===== src/rtl/wl_pkg.sv =====
package wl_pkg;

    typedef enum logic [1:0] {
        ST_IDLE      = 2'd0,
        ST_COPY      = 2'd1,
        ST_ERASE_TGT = 2'd2,
        ST_ERASE_OLD = 2'd3
    } wl_state_e;

    typedef enum logic {
        OP_ERASE = 1'b0,
        OP_COPY  = 1'b1
    } wl_op_e;

endpackage


===== src/rtl/wl_argsel.sv =====
module wl_argsel #(
    parameter int N        = 10,
    parameter int CW       = 16,
    parameter bit PICK_MAX = 1'b0,
    localparam int IW      = $clog2(N)
) (
    input  logic [N-1:0][CW-1:0] cnt,
    input  logic [N-1:0]         en,
    output logic [IW-1:0]        idx,
    output logic                 found
);

    logic [N-1:0] beats;
    logic [CW-1:0] best_cnt;

    // candidate i displaces the running best only when strictly better,
    // so the lowest index wins any tie
    always_comb begin
        idx      = '0;
        found    = 1'b0;
        best_cnt = '0;
        beats    = '0;
        for (int i = 0; i < N; i++) begin
            if (PICK_MAX) beats[i] = cnt[i] > best_cnt;
            else          beats[i] = cnt[i] < best_cnt;
            if (en[i] && (!found || beats[i])) begin
                found    = 1'b1;
                best_cnt = cnt[i];
                idx      = IW'(i);
            end
        end
    end

endmodule


===== src/rtl/wl_wear_bank.sv =====
module wl_wear_bank #(
    parameter int N   = 10,
    parameter int CW  = 16,
    localparam int IW = $clog2(N)
) (
    input  logic                 clk,
    input  logic                 rst_n,
    input  logic                 inc_en,
    input  logic [IW-1:0]        inc_idx,
    output logic [N-1:0][CW-1:0] cnt
);

    localparam logic [CW-1:0] CMAX = '1;

    for (genvar g = 0; g < N; g++) begin : g_ctr
        logic hit;
        assign hit = inc_en && (inc_idx == IW'(g));

        always_ff @(posedge clk or negedge rst_n) begin
            if (!rst_n)                  cnt[g] <= '0;
            else if (hit && cnt[g] != CMAX) cnt[g] <= cnt[g] + 1'b1;
        end


        cnt_mono_chk: assert property (@(posedge clk) disable iff (!rst_n)
            cnt[g] >= $past(cnt[g]));


        cnt_sat_chk: assert property (@(posedge clk) disable iff (!rst_n)
            (cnt[g] == CMAX) |=> (cnt[g] == CMAX));
    end

endmodule


===== src/rtl/wl_block_mapper.sv =====
module wl_block_mapper #(
    parameter int N_LOG = 8,
    parameter int N_PHY = 10,
    parameter int CNT_W = 16,
    localparam int LW   = $clog2(N_LOG),
    localparam int PW   = $clog2(N_PHY)
) (
    input  logic          clk,
    input  logic          rst_n,
    input  logic          req_valid,
    output logic          req_ready,
    input  logic          req_write,
    input  logic [LW-1:0] req_lba,
    output logic          resp_valid,
    output logic [PW-1:0] resp_pba,
    output logic          busy,
    output logic          fl_req,
    output logic          fl_op,
    output logic [PW-1:0] fl_src,
    output logic [PW-1:0] fl_dst,
    input  logic          fl_ack
);
    import wl_pkg::*;

    wl_state_e state_q, state_d;
    wl_op_e    op_c;

    logic [PW-1:0] map_q [N_LOG];
    logic [N_PHY-1:0] used_q;
    logic [N_PHY-1:0][CNT_W-1:0] cnt;

    logic [LW-1:0] lba_q, own_q, own_c;
    logic [PW-1:0] old_q, tgt_q, dst_q, old_c, tgt_c, dst_c;
    logic [N_PHY-1:0] not_old;
    logic min_found, max_found, relocate_c, accept, done, inc_en;

    assign accept = req_valid && (state_q == ST_IDLE);
    assign done   = fl_req && fl_ack;
    assign old_c  = map_q[req_lba];

    always_comb begin
        for (int p = 0; p < N_PHY; p++) not_old[p] = (old_c != PW'(p));
    end

    wl_argsel #(.N(N_PHY), .CW(CNT_W), .PICK_MAX(1'b0)) i_least (
        .cnt(cnt), .en(not_old), .idx(tgt_c), .found(min_found));

    wl_argsel #(.N(N_PHY), .CW(CNT_W), .PICK_MAX(1'b1)) i_most (
        .cnt(cnt), .en(~used_q), .idx(dst_c), .found(max_found));

    always_comb begin
        own_c = '0;
        for (int l = 0; l < N_LOG; l++)
            if (map_q[l] == tgt_c) own_c = LW'(l);
    end

    assign relocate_c = used_q[tgt_c];
    assign inc_en     = done && (op_c == OP_ERASE);

    wl_wear_bank #(.N(N_PHY), .CW(CNT_W)) i_wear (
        .clk(clk), .rst_n(rst_n), .inc_en(inc_en), .inc_idx(fl_src), .cnt(cnt));

    // next state
    always_comb begin
        state_d = state_q;
        unique case (state_q)
            ST_IDLE:      if (accept && req_write)
                              state_d = relocate_c ? ST_COPY : ST_ERASE_OLD;
            ST_COPY:      if (done) state_d = ST_ERASE_TGT;
            ST_ERASE_TGT: if (done) state_d = ST_ERASE_OLD;
            ST_ERASE_OLD: if (done) state_d = ST_IDLE;
        endcase
    end

    always_ff @(posedge clk or negedge rst_n) begin
        if (!rst_n) state_q <= ST_IDLE;
        else        state_q <= state_d;
    end

    // table, bookkeeping of the running write, response
    always_ff @(posedge clk or negedge rst_n) begin
        if (!rst_n) begin
            for (int l = 0; l < N_LOG; l++) map_q[l] <= PW'(l);
            for (int p = 0; p < N_PHY; p++) used_q[p] <= (p < N_LOG);
            lba_q <= '0; own_q <= '0;
            old_q <= '0; tgt_q <= '0; dst_q <= '0;
            resp_valid <= 1'b0;
            resp_pba   <= '0;
        end else begin
            resp_valid <= 1'b0;
            unique case (state_q)
                ST_IDLE: if (accept) begin
                    if (req_write) begin
                        lba_q <= req_lba;
                        old_q <= old_c;
                        tgt_q <= tgt_c;
                        dst_q <= dst_c;
                        own_q <= own_c;
                        if (!relocate_c) begin
                            map_q[req_lba] <= tgt_c;
                            used_q[tgt_c]  <= 1'b1;
                        end
                    end else begin
                        resp_valid <= 1'b1;
                        resp_pba   <= old_c;
                    end
                end
                ST_COPY: if (done) begin
                    map_q[own_q]  <= dst_q;
                    used_q[dst_q] <= 1'b1;
                end
                ST_ERASE_TGT: if (done) map_q[lba_q] <= tgt_q;
                ST_ERASE_OLD: if (done) begin
                    used_q[old_q] <= 1'b0;
                    resp_valid    <= 1'b1;
                    resp_pba      <= tgt_q;
                end
            endcase
        end
    end

    // outputs
    always_comb begin
        fl_req = 1'b1;
        op_c   = OP_ERASE;
        fl_src = old_q;
        fl_dst = old_q;
        unique case (state_q)
            ST_IDLE:      fl_req = 1'b0;
            ST_COPY:      begin op_c = OP_COPY; fl_src = tgt_q; fl_dst = dst_q; end
            ST_ERASE_TGT: begin fl_src = tgt_q; fl_dst = tgt_q; end
            ST_ERASE_OLD: ;
        endcase
        fl_op     = op_c;
        busy      = (state_q != ST_IDLE);
        req_ready = (state_q == ST_IDLE);
    end


    read_resp_chk: assert property (@(posedge clk) disable iff (!rst_n)
        (accept && !req_write) |=> (resp_valid && !fl_req));


    wr_starts_busy_chk: assert property (@(posedge clk) disable iff (!rst_n)
        (accept && req_write) |=> (busy && fl_req && !resp_valid));


    cmd_hold_chk: assert property (@(posedge clk) disable iff (!rst_n)
        (fl_req && !fl_ack) |=> (fl_req && $stable(fl_op) && $stable(fl_src) && $stable(fl_dst)));


    one_to_one_chk: assert property (@(posedge clk) disable iff (!rst_n)
        (state_q == ST_IDLE) |-> ($countones(used_q) == N_LOG));


    tgt_not_old_chk: assert property (@(posedge clk) disable iff (!rst_n)
        (state_q == ST_ERASE_OLD) |-> (tgt_q != old_q));


    spare_avail_chk: assert property (@(posedge clk) disable iff (!rst_n)
        (accept && req_write) |-> (min_found && max_found));

endmodule


===== config.mk =====
export PLATFORM = sky130hd
export DESIGN_NAME = wl_block_mapper
export DESIGN_NICKNAME = d
export VERILOG_FILES = /design/src/rtl/wl_pkg.sv /design/src/rtl/wl_argsel.sv /design/src/rtl/wl_wear_bank.sv /design/src/rtl/wl_block_mapper.sv
export SDC_FILE = /design/constraint.sdc
export NUM_CORES = 1
export LEC_CHECK = 0
export BUFFER_PORTS_ARGS = -buffer_cell sky130_fd_sc_hd__buf_4
export CAP_MARGIN = 20
export CORE_AREA = 2 2 216 218
export CTS_CLUSTER_SIZE = 24
export DETAILED_ROUTE_END_ITERATION = 6
export DIE_AREA = 0 0 218 220
export GPL_TIMING_DRIVEN = 1
export PLACE_DENSITY_LB_ADDON = 0.25
export SYNTH_ARGS = -nofsm -noshare
export SYNTH_HDL_FRONTEND = slang
export SYNTH_HIERARCHICAL = 1
export SYNTH_SLANG_ARGS = --single-unit

===== constraint.sdc =====
create_clock -name clk -period 34 [get_ports clk]
set_clock_uncertainty 0.1 [all_clocks]
set_input_delay 6.8 -clock clk [delete_from_list [all_inputs] [get_ports clk]]
set_output_delay 6.8 -clock clk [all_outputs]
set_load 0.05 [all_outputs]

-- Word level (Yosys, flattened, before mapping)
Index checks and enable logic that the tools add are counted.
- word-level logic and storage cells: 330
- flip-flop bits (word level): 227
- memories: 0
- input port bits: 8
- latch bits: 0
- bits in writable memories: 0
- ROM bits: 0
- magnitude comparators: 30
- shifts and indexed selects: 0
- div/mod/pow operators: 0
- multiplexer cells: 111
- equality and inequality tests: 46
- bitwise logic cells: 9
- $mul: 0
- add/subtract/negate cells: 10
- reductions and logical operators: 97
- operators with widths (cell ; number):
    16-bit two-way mux ; 18
    16-bit by 1-bit adder with 16-bit output (second input constant) ; 10
    32-bit two-way mux ; 5
    16-bit inequality test (second input constant) ; 10
    16-bit > comparator ; 9
    16-bit < comparator ; 9
    32-bit bitwise mux ; 3
    32-bit case mux with 3 select lines ; 1
    4-bit two-way mux ; 13
    10-bit two-way mux ; 5
    1-bit logical AND ; 48
    3-bit two-way mux ; 14
    4-bit demux with 3-bit select ; 3
    1-bit two-way mux ; 30
    10-bit case mux with 3 select lines ; 1
    4-bit == test ; 7
    10-bit NOT ; 2
    10-bit OR ; 2
    1-bit logical NOT ; 18
    1-bit logical OR ; 18
    2-bit two-way mux ; 9
    4-bit by 3-bit == test with 1-bit output (second input constant) ; 4
    4-bit by 3-bit inequality test with 1-bit output (second input constant) ; 4
    4-bit case mux with 2 select lines ; 2
    31 further kinds ; 58

-- Depth between registers and ports, before layout
Gate-level depths: netlist (run 1).
- depth in word-level cells: 51
- mapped depth: 135
- mapped depth without buffers: 113

-- Modules after synthesis
The synthesis (run 1) kept the hierarchy.
- modules (own cells, without submodules) (module ; seq. area each (sq um) ; cells an instance ; times used ; area an instance (sq um)):
    wl_wear_bank ; 4003.8 ; 734 ; 1 ; 7931.4
    wl_argsel (i_most) ; 0.0 ; 744 ; 1 ; 5699.2
    wl_argsel (i_least) ; 0.0 ; 792 ; 1 ; 5640.4
    wl_block_mapper ; 1701.6 ; 594 ; 1 ; 5450.2

-- Worst setup path before layout (run 1)
OpenSTA, ideal clock, no wires.
- path type: input -> register
- start: input port req_lba[0]
- end: register with a tool-made name
- cell stages on the path: 131
- arrival time: 31062 ps
- setup slack: 2714 ps
- library setup time: 125 ps
- buffers on the path: 21
- cell sequence: buf_2 -> buf_2 -> nand2_1 -> mux4_2 -> o311ai_1 -> nor2_1 -> nand2_1 -> buf_2 -> buf_1 -> nand2_1 -> ha_1 -> nand4_2 -> nor3_1 -> or4_4 -> o22ai_1 -> buf_2 -> clkbuf_1 -> o21ai_0 -> (+95 left out) -> a21oi_1 -> nor2b_1 -> o21ai_0 -> nand2b_1 -> a21oi_1 -> nor2b_1 -> o21ai_0 -> nand3b_1 -> a2111oi_0 -> a21oi_1 -> and4b_1 -> a22oi_1 -> a211o_1 -> clkbuf_1 -> nor4b_1 -> a2bb2oi_2 -> o211ai_2 -> mux2_2
- RTL lines (element ; line ; text):
    start, declared ; wl_block_mapper.sv:13 ; input logic [LW-1:0] req_lba,

==> run metrics, run 1 <==
failing checks DRC; # rows 79; CP max FO 22; H-tree Lvls 1; worst min path class flip-flop to flip-flop; Arr. time, crit path 32.68 ns; initial antenna violation count 0; Slew Limit Fails 0; Remaining DRCs 1; Final HPWL DP around 60000 um; Final #Nets between 3000 and 4000; WS Path Type primary input to flip-flop; Die X-Extent about 220 um; drt wl/cell between 20 and 25 um; grt total ovfl 0; Slew headroom 24.48%; Critical Path Start req_lba[1]; CTS tree yes; setup TNS 0 ns; first-pass GRT wire length ~120000 um; Root Buffer clkbuf_16; Finished Layout Cells 3474; Routability Congestion roughly 1.0; via/cell ratio approximately 6.5; YS warnings 6; Area Overhead vs Synth 7.419%; period utilization a little over nine tenths; clock sinks between 200 and 250; vias in the first global route roughly 22000; final wirelength ~80000 um; via count about 23000; Worst Setup End Kind flip-flop; flop2flop setup slack approximately 7.7 ns; leakage power about 12 nW; Iteration-0 DRC Markers around 2300; clk buf depth 3; VDD IR max ~160 uV; I/O pins 25; total power draw approximately 2.8 mW; cell area after synthesis 24710 sq um; Clk pin slew, worst setup/hold paths roughly 0.06 ns; Tightest Pin Transition roughly 1.1 ns; Fmax just over 30 MHz; largest net degree at the start of global routing 144; core area 45860 sq um; Die Area approximately 48000 sq um; Starting Density between 50% and 60%; critical path's largest stage delay ~0.58 ns; Mapped Cells roughly 2900; total track usage 33.09%; worst r2r path cells between 100 and 150; number of diodes 0; hold path depth 2; clk_lat worst skew ~0.6 ns; syn_nets 3156; hold_buf cts 0; Slowest cell on crit path or4_4; number of buffers added on ports 24; endpoints failing setup 0; Post-Place Cells approximately 3400; post-route ant nets 0; min cycle time layout about 32 ns; share of cells above drive strength 1 between 10 and 15%; endpoints failing hold 0; drt first pass iters 7; status complete, but fails checks; Max-cap violations 0; die span in y 220 um; PwrDens between 100 and 150 nW/um^2; syn_area_per_cell between 8 and 9 sq um; critical path required time 34.37 ns; clock buffer count from CTS 28; type of origin of the critical path primary input
-- how the worst min path moves through the flow --
stage | start | endpoint | slack [ns]
3_3_place_gp | resp_pba[2] | resp_pba[2] | 0.38
2_1_floorplan | used_q[6] | used_q[6] | 0.37
4_1_cts | resp_pba[1] | resp_pba[1] | 0.38
6_report | resp_pba[1] | resp_pba[1] | 0.38
5_1_grt | resp_pba[3] | resp_pba[3] | 0.43
3_5_place_dp | resp_pba[1] | resp_pba[1] | 0.37
-- worst max-delay path, delay by kind of cell --
kind            cells  cell delay [ns]
simple gates       29             5.46
compound gates     63            13.55
buf+inv            11             2.04
fa+ha+maj           9             2.57
mux                 7             2.22
-- placed cells by master (no fill, tap or decap), drive strengths merged, types with 34 or more instances in the layout --
cell      n
o21ai   177
a21o     50
buf      53
inv     225
clkbuf   38
nand2   232
xnor2    49
xor2    116
nor2    153
nor4     45
o22a     34
mux2    143
nand2b   35
ha      287
mux2i   134
nand4    94
nand3    90
a21oi   136
dfrtp   207
nor3     83
-- cell type report --
class / instances / area [sq um]
Fill cell: 4165 / 19320
Multi-Input combinational cell: 2310 / 17810
Sequential cell: 227 / 5705
Inverter: 227 / 855.8
Clock buffer: 38 / 808.3
Tap cell: 607 / 759.5
Timing Repair Buffer: 53 / 437.9
Clock inverter: 12 / 160.2
-- metrics by stage --
stage | area, sq um | util [%] | worst slack [ns] | hold WS [ns]
floorplan | 24710 | - | 2.714 | 0.3680
global placement | 25410 | 55.41 | 0.5231 | 0.3777
detailed placement | 25410 | 55.41 | -0.6784 | 0.3712
CTS | 26390 | 57.54 | 0.1490 | 0.3844
global route | 26540 | 57.87 | -0.06378 | 0.4343
finish | 26540 | 57.87 | 1.694 | 0.3795
-- power breakdown --
part | switching (mW) | leakage [nW] | internal, mW
Clock | 0.125 | 0.484 | 0.189
Sequential | 0.103 | 3.00 | 0.319
Combinational | 1.29 | 8.38 | 0.806
-- repair_timing --
item / CTS / global route
setup buffers: 0 / 7
cloned: 0 / 1
gates resized for setup: 1 / 12
pin swaps: 0 / 3
setup endpoints to repair: 31 / 50
-- layer usage --
layer / wire length, um / up-vias / track usage, %
met5: 0 / - / 0
met4: 3950 / 0 / 15.31
met3: 5675 / 249 / 5.728
met2: 36530 / 917 / 54.43
met1: 33730 / 10990 / 42.30
li1: - / 10540 / -
No activity file was read; power rests on OpenSTA's default activity.
==> run 2, diff against run 1 <==
Settings changed: CORE_AREA 2 2 216 218 to 2 2 227 207, DIE_AREA 0 0 218 220 to 0 0 229 209.
==> run 2 against run 1 <==
Effect of this change: the flow now finishes without violations; maximum frequency grew 0.36%; register-to-register slack improved by 0.09 ns; core utilization about the same; cell count grew 0.26%; non-clock buffer count rose by 2; setup slack better by 0.11 ns; power up 0.80%; design area is 0.13% lower; wire length is 0.95% lower; critical path type unchanged.
==> run metrics, run 2 (synthesis results as in run 1) <==
status complete, no violations; hold_buf cts 0 (unchanged); Root Buffer clkbuf_16; VDD IR max 169.6 uV (+8.0%); Storage cell area 5705 sq um (unchanged); Worst Setup End Kind flip-flop; # rows 75 (-5.1%); critical path required time 34.38 ns (about the same); endpoints failing hold 0 (unchanged); most frequent cells in the layout ha_1, nand2_1, inv_1, dfrtp_1, nor2_1; worst hold start used_q[1]; Tightest Pin Transition 1.052 ns (-0.08113 ns); type of origin of the critical path primary input; CTS tree yes; CP dominant cell by count a21oi_1; clock buffer count from CTS 27 (-3.6%); final wirelength 79120 um (-0.95%); WS Path Type primary input to flip-flop; Final HPWL DP 59750 um (-1.6%); Fmax 31.06 MHz (+0.36%); min cycle time layout 32.19 ns (-0.1143 ns); Remaining DRCs 0 (-1); Post-DP Area 25430 sq um (about the same); Starting Density 53.95% (+0.082 points); endpoints failing setup 0 (unchanged); period utilization 94.68% (-0.34 points); total power draw 2.856 mW (+0.80%); die span in y 209 um (-5.0%); total track usage 32.28% (-0.81 points); clk_lat worst skew 0.60 ns (about the same); first-pass GRT wire length 123400 um (-1.2%); Routability Congestion 0.9961 (about the same); clk buf depth 3 (unchanged); drt first pass iters 6 (-1); Slowest cell on crit path or4_4; number of buffers added on ports 24 (unchanged); Max-cap violations 0 (unchanged); hold endpoint used_q[1]; Hold WS 0.3923 ns (+0.01283 ns); CP max FO 25 (+14%); Area Overhead vs Synth 7.277%; via count 22840 (+0.65%); worst min path class flip-flop to flip-flop; number of diodes 0 (unchanged); grt total ovfl 0 (unchanged); hold path depth 2 (unchanged); drt wl/cell 22.72 um (-1.2%); Final #Nets 3142 (unchanged); Arr. time, crit path 32.57 ns (-0.11 ns); worst r2r path cells 119 (+0.85%); multi-input logic area 17800 sq um (about the same); post-route ant nets 0 (unchanged); critical path's largest stage delay 0.57 ns (about the same); final instance area 26510 sq um (-0.13%); initial antenna violation count 0 (unchanged); via/cell ratio 6.558 (+0.39%); leakage power 11.83 nW (-0.25%); H-tree Lvls 1 (unchanged); Slew headroom 29.31% (+4.8 points); vias in the first global route 22080 (-1.1%); clock sinks 227 (unchanged); Clk pin slew, worst setup/hold paths 0.06 ns (about the same); Die X-Extent 229 um (+5.0%); Slew Limit Fails 0 (unchanged); I/O pins 25 (unchanged); Die Area 47860 sq um (-0.21%); largest net degree at the start of global routing 111 (-23%); flop2flop setup slack 7.76 ns (+0.09 ns); fillers 4125 (-0.96%); commonest non-fill, non-tap cell in the layout ha_1; PwrDens 107.7 nW/um^2 (+0.93%); share of cells above drive strength 1 13.18% (-0.21 points); core area 45790 sq um (-0.15%); Iteration-0 DRC Markers 2258 (-1.2%)
==> run 2: cell type report <==
type                            instances  area share, %
Clock buffer                           40          2.998
Clock inverter                          9         0.4390
Inverter                              227          3.229
Multi-Input combinational cell       2309          67.15
Sequential cell                       227          21.53
Tap cell                              616          2.908
Timing Repair Buffer                   55          1.751
==> run 2: power breakdown <==
group          total, mW  switching, mW  internal [mW]
clock network      0.303          0.126          0.177
logic               2.13           1.31          0.826
registers          0.419          0.100          0.319
==> run 2: timing repair <==
item	CTS	global route
gates resized for setup	0	11
endpoints found under the hold margin	0	0
setup buffers	0	5
endpoints found under the setup margin	0	47
==> run 2: critical path, delay by kind of cell <==
kind / cells / cell delay, ns
and+or+nand+nor: 29 / 5.31
muxes: 7 / 2.31
adders and majority gates: 9 / 2.56
AOI/OAI and AO/OA: 63 / 13.40
buffers and inverters: 11 / 2.16
==> run 2: per-layer routing <==
metal | vias to the layer above | wire length [um] | track usage, %
met3 | 227 | 6049 | 4.776
met1 | 11020 | 33990 | 43.73
met2 | 1058 | 35220 | 51.10
li1 | 10540 | - | -
met5 | - | 0 | 0
met4 | 0 | 3865 | 14.49
==> run 2: metrics by stage <==
stage               cells  utilization, %  setup TNS (ns)  setup slack, ns
floorplan            2861               -               0            2.714
global placement     3426           55.53               0           0.9573
detailed placement   3426           55.53               0           0.1728
CTS                  3475           57.52               0           0.7524
global route         3483           57.88        -0.01193        -0.009592
finish               3483           57.88               0            1.808
==> run 2: worst max path at each step <==
stage | start | endpoint | slack [ns]
floorplan | req_lba[0] | flip-flop | 2.71
global placement | req_lba[1] | flip-flop | 0.96
detailed placement | req_lba[1] | flip-flop | 0.17
CTS | req_lba[1] | flip-flop | 0.75
global route | req_lba[1] | flip-flop | -0.01
finish | req_lba[1] | flip-flop | 1.81
